### config.mk
export PLATFORM = sky130hd
export DESIGN_NAME = adc_word_reader
export DESIGN_NICKNAME = d
export VERILOG_FILES = /design/src/rtl/adc_word_reader.sv
export SDC_FILE = /design/constraint.sdc
export NUM_CORES = 1
export LEC_CHECK = 0
export BUFFER_PORTS_ARGS = -buffer_cell sky130_fd_sc_hd__buf_2
export CORE_UTILIZATION = 51
export DETAILED_ROUTE_END_ITERATION = 6
export GPL_ROUTABILITY_DRIVEN = 0
export GPL_TIMING_DRIVEN = 1
export PLACE_DENSITY = 0.75
export SLEW_MARGIN = 20
export SYNTH_ARGS = -nofsm -noshare
export SYNTH_HDL_FRONTEND = slang
export SYNTH_SLANG_ARGS = --single-unit
### constraint.sdc
create_clock -name clk -period 3.7 [get_ports clk]
set_input_delay 0.555 -clock clk [delete_from_list [all_inputs] [get_ports clk]]
set_output_delay 0.555 -clock clk [all_outputs]
set_load 0.02 [all_outputs]
### src/rtl/adc_word_reader.sv
module adc_word_reader #(
  parameter int DIV_W = 8,
  parameter int TMO_W = 16
) (
  input  logic               clk,
  input  logic               rst_n,
  input  logic               start,
  input  logic [DIV_W-1:0]   half_div,
  input  logic [TMO_W-1:0]   tmo_limit,
  input  logic               sdo,
  output logic               cs_n,
  output logic               sck,
  output logic               busy,
  output logic               valid,
  output logic signed [23:0] result,
  output logic               over,
  output logic               under,
  output logic [4:0]         chan,
  output logic               par_err,
  output logic               frm_err,
  output logic               timeout
);
  localparam int WORD = 32;
  localparam int BCW  = $clog2(WORD + 1);

  typedef enum logic [1:0] {S_IDLE, S_WAIT, S_SHIFT, S_GAP} st_t;

  st_t              st;
  logic [DIV_W-1:0] half_q, hcnt;
  logic [BCW-1:0]   nbits;
  logic [WORD-1:0]  shreg;
  logic [TMO_W-1:0] tcnt;
  logic             gap_ph;

  wire [DIV_W-1:0] half_eff = (half_div < DIV_W'(2)) ? DIV_W'(2) : half_div;
  wire             tick     = (hcnt == half_q - 1'b1);

  assign busy = (st != S_IDLE);

  always_ff @(posedge clk or negedge rst_n) begin
    if (!rst_n) begin
      st      <= S_IDLE;
      cs_n    <= 1'b1;
      sck     <= 1'b0;
      half_q  <= DIV_W'(2);
      hcnt    <= '0;
      nbits   <= '0;
      shreg   <= '0;
      tcnt    <= '0;
      gap_ph  <= 1'b0;
      valid   <= 1'b0;
      timeout <= 1'b0;
      result  <= '0;
      over    <= 1'b0;
      under   <= 1'b0;
      chan    <= '0;
      par_err <= 1'b0;
      frm_err <= 1'b0;
    end else begin
      valid   <= 1'b0;
      timeout <= 1'b0;
      case (st)
        S_IDLE: if (start) begin
          half_q <= half_eff;
          cs_n   <= 1'b0;
          tcnt   <= '0;
          hcnt   <= '0;
          nbits  <= '0;
          st     <= S_WAIT;
        end
        S_WAIT: begin
          if (!sdo) begin
            hcnt <= '0;
            st   <= S_SHIFT;
          end else if (tcnt == tmo_limit) begin
            cs_n    <= 1'b1;
            timeout <= 1'b1;
            hcnt    <= '0;
            gap_ph  <= 1'b0;
            st      <= S_GAP;
          end else begin
            tcnt <= tcnt + 1'b1;
          end
        end
        S_SHIFT: begin
          if (tick) begin
            hcnt <= '0;
            sck  <= ~sck;
            if (!sck) begin
              shreg <= {shreg[WORD-2:0], sdo};
              nbits <= nbits + 1'b1;
            end else if (nbits == BCW'(WORD)) begin
              cs_n    <= 1'b1;
              valid   <= 1'b1;
              result  <= {~shreg[29], shreg[28:6]};
              over    <= shreg[29] & shreg[28];
              under   <= ~shreg[29] & ~shreg[28];
              chan    <= shreg[5:1];
              par_err <= ^shreg;
              frm_err <= shreg[30];
              gap_ph  <= 1'b0;
              st      <= S_GAP;
            end
          end else begin
            hcnt <= hcnt + 1'b1;
          end
        end
        S_GAP: begin
          if (tick) begin
            hcnt <= '0;
            if (gap_ph) st <= S_IDLE;
            else        gap_ph <= 1'b1;
          end else begin
            hcnt <= hcnt + 1'b1;
          end
        end
        default: st <= S_IDLE;
      endcase
    end
  end
endmodule


==> results.md, run 1 <==
* Setup TNS at 0 ps
* Drt initial violations at 176
* Routed len/inst at 15.7 µm
* Max-slew violation count at 0
* Core Area at 10500 µm²
* CTS tree: yes
* Clk root buf: clkbuf_8
* Hold-fix buffers, CTS at 0
* Max FO, Critical Path at 35
* Netlist cell types at 56
* Grt total ovfl at 0
* Layout overhead on the synthesized area at 12.1%
* Crit-path leading delay family: simple AND/OR/NAND/NOR gates
* Routed vias/inst at 5.54
* Achievable clock frequency at 331 MHz
* Tmin final at 3020 ps
* Mapped Avg Cell Area at 11.6 µm²
* Relative slew slack at 40.5%
* DRC Markers at 0
* Vias in the first global route at 3870
* Pre-CTS setup slack at 721 ps
* Max Cap Viol at 0
* Commonest non-fill, non-tap cells in the layout: 108 x dfrtp_1, 69 x mux2_2, 64 x buf_2
* Register bit count reported by yosys at 110
* Worst Path Required at 3970 ps
* Final Hold Vio Count at 0
* Total CTS buffers at 9
* Main synth FF type: dfrtp_1
* Worst path cell trace: inv_1 -> ha_1 -> xor2_1 -> o211ai_1 -> nor4b_4 -> o211ai_2 -> or3_1 -> buf_4 -> mux2_4
* DP Cell Count at 673
* Clock buffer depth at 2
* Die X-Extent at 107 µm
* Final worst-path setup slack at 676 ps
* Total power per unit cell area at 326 nW/µm²
* WP data arrival at 3300 ps
* Share of synthesized flip-flops with an asynchronous set or reset at 100%
* Critical path class: flop to flop
* Synth warnings at 0
* Layout Cells excl Fill at 689
* Starting Density at 53.4%
* Post-route ant nets at 0
* Worst-margin pin slew at 893 ps
* Period utilization at 81.7%
* Critical path endpoint category: flop
* Ant. Diodes at 0
* Seq/Total Area, Yosys at 49.4%
* CP max stage cell: dfstp_2
* Max incr delay on CP at 570 ps
* Leak Pwr at 0.00311 µW
* Worst VDD drop at 0.187 mV
* Total wire length at 10.8 mm
* Post-cts sizing count at 0
* Vias at 3814
* H-tree lvl count at 3
* Post-synth net total at 520
* EDFF count, synth at 0
* Die Ht at 107 µm
* # nets final at 588
* Buf/Inv on CP at 2
* Largest net degree at the start of global routing at 70
* Post-CTS Setup Bufs at 0
* Most common cell after layout, fill and taps aside: dfrtp_1
* Run status: finished clean
* Die Area at 11400 µm²
* CTS Sinks at 110
* GRT Util Overall at 20.7%
* Cells after Synth at 480
* CP startpoint kind: flop
* Register clock-pin slew on the reported worst setup and hold paths at 100 ps
* RSZ-0062 raised after global routing: false
* I/O pin count at 66
* I/O Buffers at 65
* Clk_skew at 7.79 ps
* Global-route wire length before repair at 18.5 mm
* Initial antenna violation count at 0
* Post-DP HPWL at 7.68 mm
* Final setup viols at 0
* Worst min-delay path class: input port to asynchronous set/reset pin
* Layout cells sized above 1 at 30.4%
* 1st-pass router iterations at 4
* Row Count at 37
* Synth Cell Area at 5580 µm²
* Skew-Pair Late Insertion Delay at 380 ps
-- final timing paths --
kind                                  start   endpoint  slack [ps]  cells past startpoint
worst min register to register         over       over         480                      2
worst min-delay path                  rst_n  half_q[2]         270                      1
max in group asynchronous             rst_n   nbits[2]        2530                      2
worst max register to register    half_q[1]    chan[0]         680                      9
worst max-delay path              half_q[1]    chan[0]         680                      9
min in group clk                half_div[0]  half_q[0]         420                      3
-- where the power goes --
| group | internal (µW) | total, µW | leakage (µW) | switching [µW] |
|---|---|---|---|---|
| logic | 18.7 | 53.5 | 0.00151 | 34.9 |
| clock network | 381 | 787 | 0.000106 | 407 |
| registers | 1200 | 1200 | 0.00149 | 0 |
-- synthesized netlist by cell type (2+ instances only) --
| library cell | number | share of area [%] |
|---|---|---|
| xor2_1 | 22 | 3.5 |
| buf_2 | 4 | 0.36 |
| dfrtp_1 | 108 | 48 |
| o2bb2ai_1 | 4 | 0.63 |
| nor4_1 | 3 | 0.34 |
| o2111ai_1 | 2 | 0.31 |
| inv_1 | 15 | 1.0 |
| nand3_1 | 11 | 0.99 |
| o211ai_1 | 4 | 0.54 |
| a21oi_1 | 5 | 0.45 |
| o21ai_1 | 2 | 0.18 |
| mux2_2 | 69 | 14 |
| nor3_1 | 6 | 0.54 |
| o31ai_1 | 4 | 0.54 |
| buf_6 | 5 | 1.0 |
| nor2_1 | 26 | 1.7 |
| a31oi_1 | 2 | 0.22 |
| nor2b_1 | 6 | 0.67 |
| a221o_1 | 2 | 0.36 |
| clkbuf_1 | 7 | 0.47 |
| nand2b_1 | 4 | 0.45 |
| and3_1 | 9 | 1.0 |
| a22o_1 | 5 | 0.78 |
| a211o_1 | 2 | 0.31 |
| dfstp_2 | 2 | 0.94 |
| nand4_1 | 9 | 1.0 |
| mux2i_1 | 5 | 0.90 |
| nand2_1 | 33 | 2.2 |
| ha_1 | 12 | 2.7 |
| o21ai_0 | 18 | 1.6 |
| or4_1 | 3 | 0.40 |
| nor3b_1 | 2 | 0.27 |
| xnor2_1 | 46 | 7.2 |
-- routing by layer --
metal,share of wire (%),track usage (%)
met1,47,28.1
met2,48,32.4
met3,3.5,5.71
met4,1.0,6.56
met5,0,0
-- stage by stage --
stage          utilization, %  total power (µW)  hold WS, ps  cell area [µm²]
2_1_floorplan               -              1240          259             5580
3_3_place_gp             57.8              1280          448             6050
3_5_place_dp             57.8              1280          457             6050
4_1_cts                  59.8              2070          311             6260
5_1_grt                  59.8              2120          328             6260
6_report                 59.8              2040          268             6260
-- final cells by class --
type | count | area, µm²
multi-input combinational | 339 | 2680
clock buffer | 10 | 128
inverter | 15 | 56.3
fill | 909 | 4200
timing repair buffer | 73 | 388
sequential | 110 | 2760
tap | 136 | 170
clock inverter | 6 | 86.3
-- state kept, by name (all words and copies together) (netlist names), 2 cells and up --
signal	flops
tcnt	16
chan	5
nbits	6
hcnt	8
half_q	8
result	24
st	2
shreg	32
-- logic make-up (layout without fill, tap and decap cells) --
group / Yosys count / count (layout) / synth area share, %
adders and majority gates: 13 / 13 / 2.87
AOI/OAI and AO/OA: 60 / 60 / 7.51
and+or+nand+nor: 123 / 123 / 11.7
xor gates and xnor gates: 68 / 68 / 10.7
DFF: 110 / 110 / 49.4
muxes: 75 / 75 / 15.1
buffers and inverters: 31 / 104 / 2.85
Note: power is estimated with default switching activity, not from simulation.
==> run 2: changes to the inputs <==
Settings changed: PLACE_DENSITY 0.75 to 0.78.
Clock period 3.7 ns to 2.7 ns, I/O delays scaled along.
==> run 2 against run 1 <==
- the flow now finishes with violations (negative setup slack)
- first-iteration DRC count rose by 3.4%
- total power rose by 32%
- via count rose by 4.1%
- cell count rose by 2.9%
- non-clock buffer count rose by 20
- global-route usage fell by 0.22 points
- die area did not move
- worst hold slack improved by 2.1 ps
- critical endpoint is now shreg[23]
- clock-buffer cell count did not move
- utilization rose by 3.5 points
==> results.md, run 2 (same netlist as run 1, synthesis figures left out) <==
* Layout Cells excl Fill at 709
* Worst min-delay path class: input port to flop
* CTS Sinks at 110
* CP max stage cell: dfstp_2
* Critical path endpoint category: flop
* Largest net degree at the start of global routing at 57
* CP startpoint kind: flop
* Buf/Inv on CP at 3
* Core Area at 10500 µm²
* Clock buffer depth at 2
* Ant. Diodes at 0
* Vias in the first global route at 3892
* CTS tree: yes
* Max Cap Viol at 0
* Most common cell after layout, fill and taps aside: dfrtp_1
* Relative slew slack at 60.1%
* Worst VDD drop at 0.249 mV
* # nets final at 608
* Register clock-pin slew on the reported worst setup and hold paths at 120 ps
* Pwr Total at 2690 µW
* Max-slew violation count at 0
* Worst Path Required at 2980 ps
* Final worst-path setup slack at -60.4 ps
* Achievable clock frequency at 362 MHz
* Max incr delay on CP at 550 ps
* Drt initial violations at 182
* Failing checks: negative setup slack
* Total power per unit cell area at 407 nW/µm²
* Biggest register: shreg
* Starting Density at 53.4%
* Biggest regs: shreg (32), result (24), tcnt (16)
* Layout overhead on the synthesized area at 18.6%
* Post-route ant nets at 0
* Grt total ovfl at 0
* GRT Util Overall at 20.5%
* Total CTS buffers at 9
* RSZ-0062 raised after global routing: true
* Post-DP HPWL at 7.94 mm
* Vias at 3972
* Clk root buf: clkbuf_8
* Routed vias/inst at 5.60
* Run status: complete, but fails checks
* Final setup viols at 52
* WP data arrival at 3040 ps
* 1st-pass router iterations at 4
* Max FO, Critical Path at 22
* I/O Buffers at 65
* Worst path cell trace: inv_2 -> ha_4 -> xor2_1 -> o211ai_1 -> nor4b_4 -> o211ai_2 -> buf_4 -> nor2_4 -> buf_12 -> mux2_2
* I/O pin count at 66
* Max reg flops at 32
* Commonest non-fill, non-tap cells in the layout: 107 x dfrtp_1, 64 x buf_2, 52 x mux2_2
* Clk_skew at 16.8 ps
* DP Cell Count at 684
* Layout cells sized above 1 at 34.7%
* Total wire length at 11.9 mm
* R2R setup slack at -60 ps
* Routed len/inst at 16.8 µm
* Die X-Extent at 107 µm
* Initial antenna violation count at 0
* Critical path class: flop to flop
* H-tree lvl count at 3
* Skew-Pair Late Insertion Delay at 380 ps
* Final Hold Vio Count at 0
* Worst-margin pin slew at 599 ps
* Final Core Density at 63.3%
* Tmin final at 2760 ps
* Leak Pwr at 0.00326 µW
* Die Area at 11400 µm²
* Crit-path leading delay family: flip-flops
* Period utilization at 102%
* DRC Markers at 0
* Global-route wire length before repair at 18.6 mm
* Row Count at 37
* Fillers at 857
* Die Ht at 107 µm
run 2: changes by cell type in the layout (fill, tap and decap cells not counted), moves of 2 or more:
| cell | before | now |
|---|---|---|
| buf_4 | 9 | 18 |
| buf_6 | 0 | 3 |
| bufinv_16 | 2 | 0 |
| buf_12 | 0 | 4 |
| inv_8 | 0 | 3 |
| mux2_4 | 1 | 18 |
| clkbuf_16 | 0 | 2 |
| inv_6 | 0 | 2 |
| clkinv_2 | 2 | 0 |
| mux2_2 | 69 | 52 |
run 2: cell type report:
type | count | area, µm² | share of cell area, %
clock buffers | 10 | 128 | 1.93
clock inverters | 6 | 60.1 | 0.907
inverters | 15 | 56.3 | 0.850
multi-input cells | 339 | 2810 | 42.4
flip-flops and latches | 110 | 2760 | 41.6
well taps | 136 | 170 | 2.57
repair buffers | 93 | 644 | 9.73
run 2: what timing repair did:
item                                    4_1_cts  5_1_grt
hold endpoints to repair                      5        0
pin swaps                                     2        9
buffers inserted                              2        1
resized for setup                             4       35
hold buffers                                  1        0
endpoints found under the setup margin       37       73
gates cloned                                  0        5
run 2: per-layer routing:
layer	track usage (%)	part of all wire [%]	vias up
met2	33.7	48	96
met5	0	0	-
met4	8.12	2.1	0
li1	-	-	1864
met3	2.92	4.3	21
met1	27.4	46	1991
run 2: report_power, final:
part	switching, µW	internal (µW)
combinational	48.6	28.7
sequential	0	1650
clock	604	365
run 2: metrics by stage:
step	hold slack [ps]	setup WS (ps)	cell area, µm²	setup TNS (ps)
final	270	-60.4	6620	-1020
after global routing	260	-136	6620	-6160
after CTS	254	-10.6	6390	-63.7
after detailed placement	237	-77.6	6150	-887
after global placement	235	5.53	6150	0
after floorplan	109	65.3	5580	0
run 2: final timing paths:
path	cells past startpoint	from	end
max reg2reg	10	half_q[1]	shreg[23]
max	10	half_q[1]	shreg[23]
min	2	half_div[3]	half_q[3]
max in group asynchronous	3	rst_n	result[0]
min in group asynchronous	2	rst_n	half_q[4]
min reg2reg	2	under	under
==> run 3: changes to the inputs <==
Settings changed: CTS_BUF_LIST set to sky130_fd_sc_hd__clkbuf_16.
==> run 3 against run 2 <==
- the flow still finishes with violations (negative setup slack)
- clock skew shrank 6.3 ps
- clock power up 32%
- combinational power decreased by 0.9%
- highest routed layer unchanged
- largest cell class is now registers
==> results.md, run 3 (same netlist as run 1, synthesis figures left out) <==
* Worst VDD drop at 0.283 mV
* Worst Hold Endpoint: half_q[3]
* Die Area at 11400 µm²
* Biggest register: shreg
* Row Count at 37
* Most common cell after layout, fill and taps aside: dfrtp_1
* Worst Path Required at 2920 ps
* Worst min-delay path class: input port to flop
* Reg power frac at 54.8%
* Tmin final at 2730 ps
* Worst hold path startpoint: half_div[3]
* H-tree lvl count at 3
* GRT Util Overall at 20.8%
* Pre-CTS setup slack at -77.6 ps
* Worst-margin pin slew at 574 ps
* Routed len/inst at 16.2 µm
* I/O pin count at 66
* DRC Markers at 0
* Commonest non-fill, non-tap cells in the layout: 107 x dfrtp_1, 68 x mux2_2, 64 x buf_2
* Clk_skew at 10.5 ps
* CTS Sinks at 110
* CTS tree: yes
* Skew-Pair Late Insertion Delay at 340 ps
* Sw Ratio at 22.6%
* Layout cells sized above 1 at 34.0%
* Gate power share at 2.5%
* RR Endpoint: nbits[5]
* Clk network pwr share at 42.7%
* Buf/Inv on CP at 1
* Crit-path leading delay family: simple AND/OR/NAND/NOR gates
* DP Cell Count at 684
* Fillers at 854
* Post-DP HPWL at 7.94 mm
* Routed vias/inst at 5.60
* Worst reg-to-reg path cell count at 9
* Run status: complete, but fails checks
* CP startpoint kind: flop
* Area of the multi-input gates at 2730 µm²
* Starting Density at 53.4%
* Largest net degree at the start of global routing at 57
* CP max stage cell: or4_4
* Storage element area at 2760 µm²
* Global-route wire length before repair at 18.9 mm
* Final Core Density at 63.3%
* Leak Pwr at 0.00328 µW
* Layout overhead on the synthesized area at 18.7%
* Vias in the first global route at 3948
* Total wire length at 11.5 mm
* Achievable clock frequency at 366 MHz
* Hold Path Cell Cnt at 2
* Initial antenna violation count at 0
* Final worst-path setup slack at -33.6 ps
* Post-route ant nets at 0
* Register clock-pin slew on the reported worst setup and hold paths at 70 ps
* Worst hold slack at 307 ps
* I/O Buffers at 65
* Ant. Diodes at 0
* Vias at 3959
* Relative slew slack at 61.4%
* Grt total ovfl at 0
* Drt initial violations at 226
* Core Area at 10500 µm²
* R2R setup slack at -30 ps
* 1st-pass router iterations at 5
* Layout Cells excl Fill at 707
* Clk root buf: clkbuf_16
* Die X-Extent at 107 µm
* Final setup viols at 3
* RSZ-0062 raised after global routing: true
* Failing checks: negative setup slack
* Period utilization at 101%
* Total power per unit cell area at 454 nW/µm²
* Total CTS buffers at 9
* Clock buffer depth at 2
* Max-slew violation count at 0
* Max FO, Critical Path at 5
* Critical path endpoint category: flop
* Die Ht at 107 µm
* WP data arrival at 2950 ps
* Max incr delay on CP at 600 ps
* Final Hold Vio Count at 0
* P_int at 2330 µW
* Max reg flops at 32
* Critical path class: flop to flop
* Worst path cell trace: inv_2 -> ha_4 -> xor2_1 -> o211ai_1 -> nor4b_4 -> o211ai_2 -> or4_4 -> mux2i_1 -> a221o_1
* Biggest regs: shreg (32), result (24), tcnt (16)
* Worst r2r src: half_q[1]
* # nets final at 606
* Max Cap Viol at 0
* P_sw at 679 µW
run 3: cell count changes in the layout (fill, tap and decap cells not counted), moves of 2 or more:
| cell | before | now |
|---|---|---|
| clkbuf_16 | 2 | 11 |
| clkbuf_8 | 9 | 0 |
| mux2_4 | 18 | 2 |
| buf_6 | 3 | 1 |
| mux2_2 | 52 | 68 |
run 3: worst max path at each step:
stage	cells after the start	end	slack, ps	from
final	9	nbits[5]	-30	half_q[1]
after floorplan	9	nbits[5]	70	half_q[1]
after global routing	9	nbits[5]	-110	half_q[1]
after detailed placement	9	nbits[5]	-80	half_q[1]
after CTS	10	nbits[4]	8	half_q[1]
after global placement	9	nbits[5]	6	half_q[1]
run 3: repair_timing:
action                                  in CTS  in global routing
gates resized for setup                      8                 10
pin swaps                                    3                  0
endpoints found under the setup margin      38                 66
buffers inserted                             0                  4
cloned                                       0                  2
hold buffers                                 1                  0
hold endpoints to repair                     5                  0
run 3: layout make-up:
cell class | count | area share (%)
Clock inverter | 7 | 0.963
Sequential cell | 110 | 41.6
Clock buffer | 9 | 3.40
Inverter | 15 | 0.850
Timing Repair Buffer | 91 | 9.46
Multi-Input combinational cell | 339 | 41.2
Tap cell | 136 | 2.57
run 3: metal layers:
metal | track usage (%) | up-vias | share of wire [%] | wire, µm
met5 | 0 | - | 0 | 0
met4 | 7.63 | 0 | 1.1 | 130
met3 | 3.40 | 12 | 3.7 | 428
met1 | 27.7 | 1983 | 46 | 5220
li1 | - | 1865 | - | -
met2 | 34.4 | 99 | 50 | 5670
run 3: through the flow:
stage	power [µW]	instance area [µm²]	TNS, ps
after CTS	3050	6490	0
after detailed placement	1760	6150	-887
final	3010	6630	-64.7
after global routing	3120	6630	-1280
after global placement	1750	6150	0
after floorplan	1690	5580	0
run 3: worst reg2reg max path: cells and delay by family (launching register included):
kind | cells | cell delay (ps)
multiplexers | 1 | 150
buffers and inverters | 1 | 50
adder cells (fa/ha/maj) | 1 | 260
XOR/XNOR | 1 | 140
AO/OA/AOI/OAI | 3 | 610
flip-flops | 1 | 540
AND/OR/NAND/NOR | 2 | 870
run 3: power groups by stage:
stage          Clock (µW)  Combinational (µW)  Sequential (µW)
2_1_floorplan           0                13.7             1680
3_3_place_gp            0                76.3             1680
3_5_place_dp            0                78.8             1680
4_1_cts              1320                80.1             1650
5_1_grt              1390                88.0             1650
6_report             1280                76.6             1650
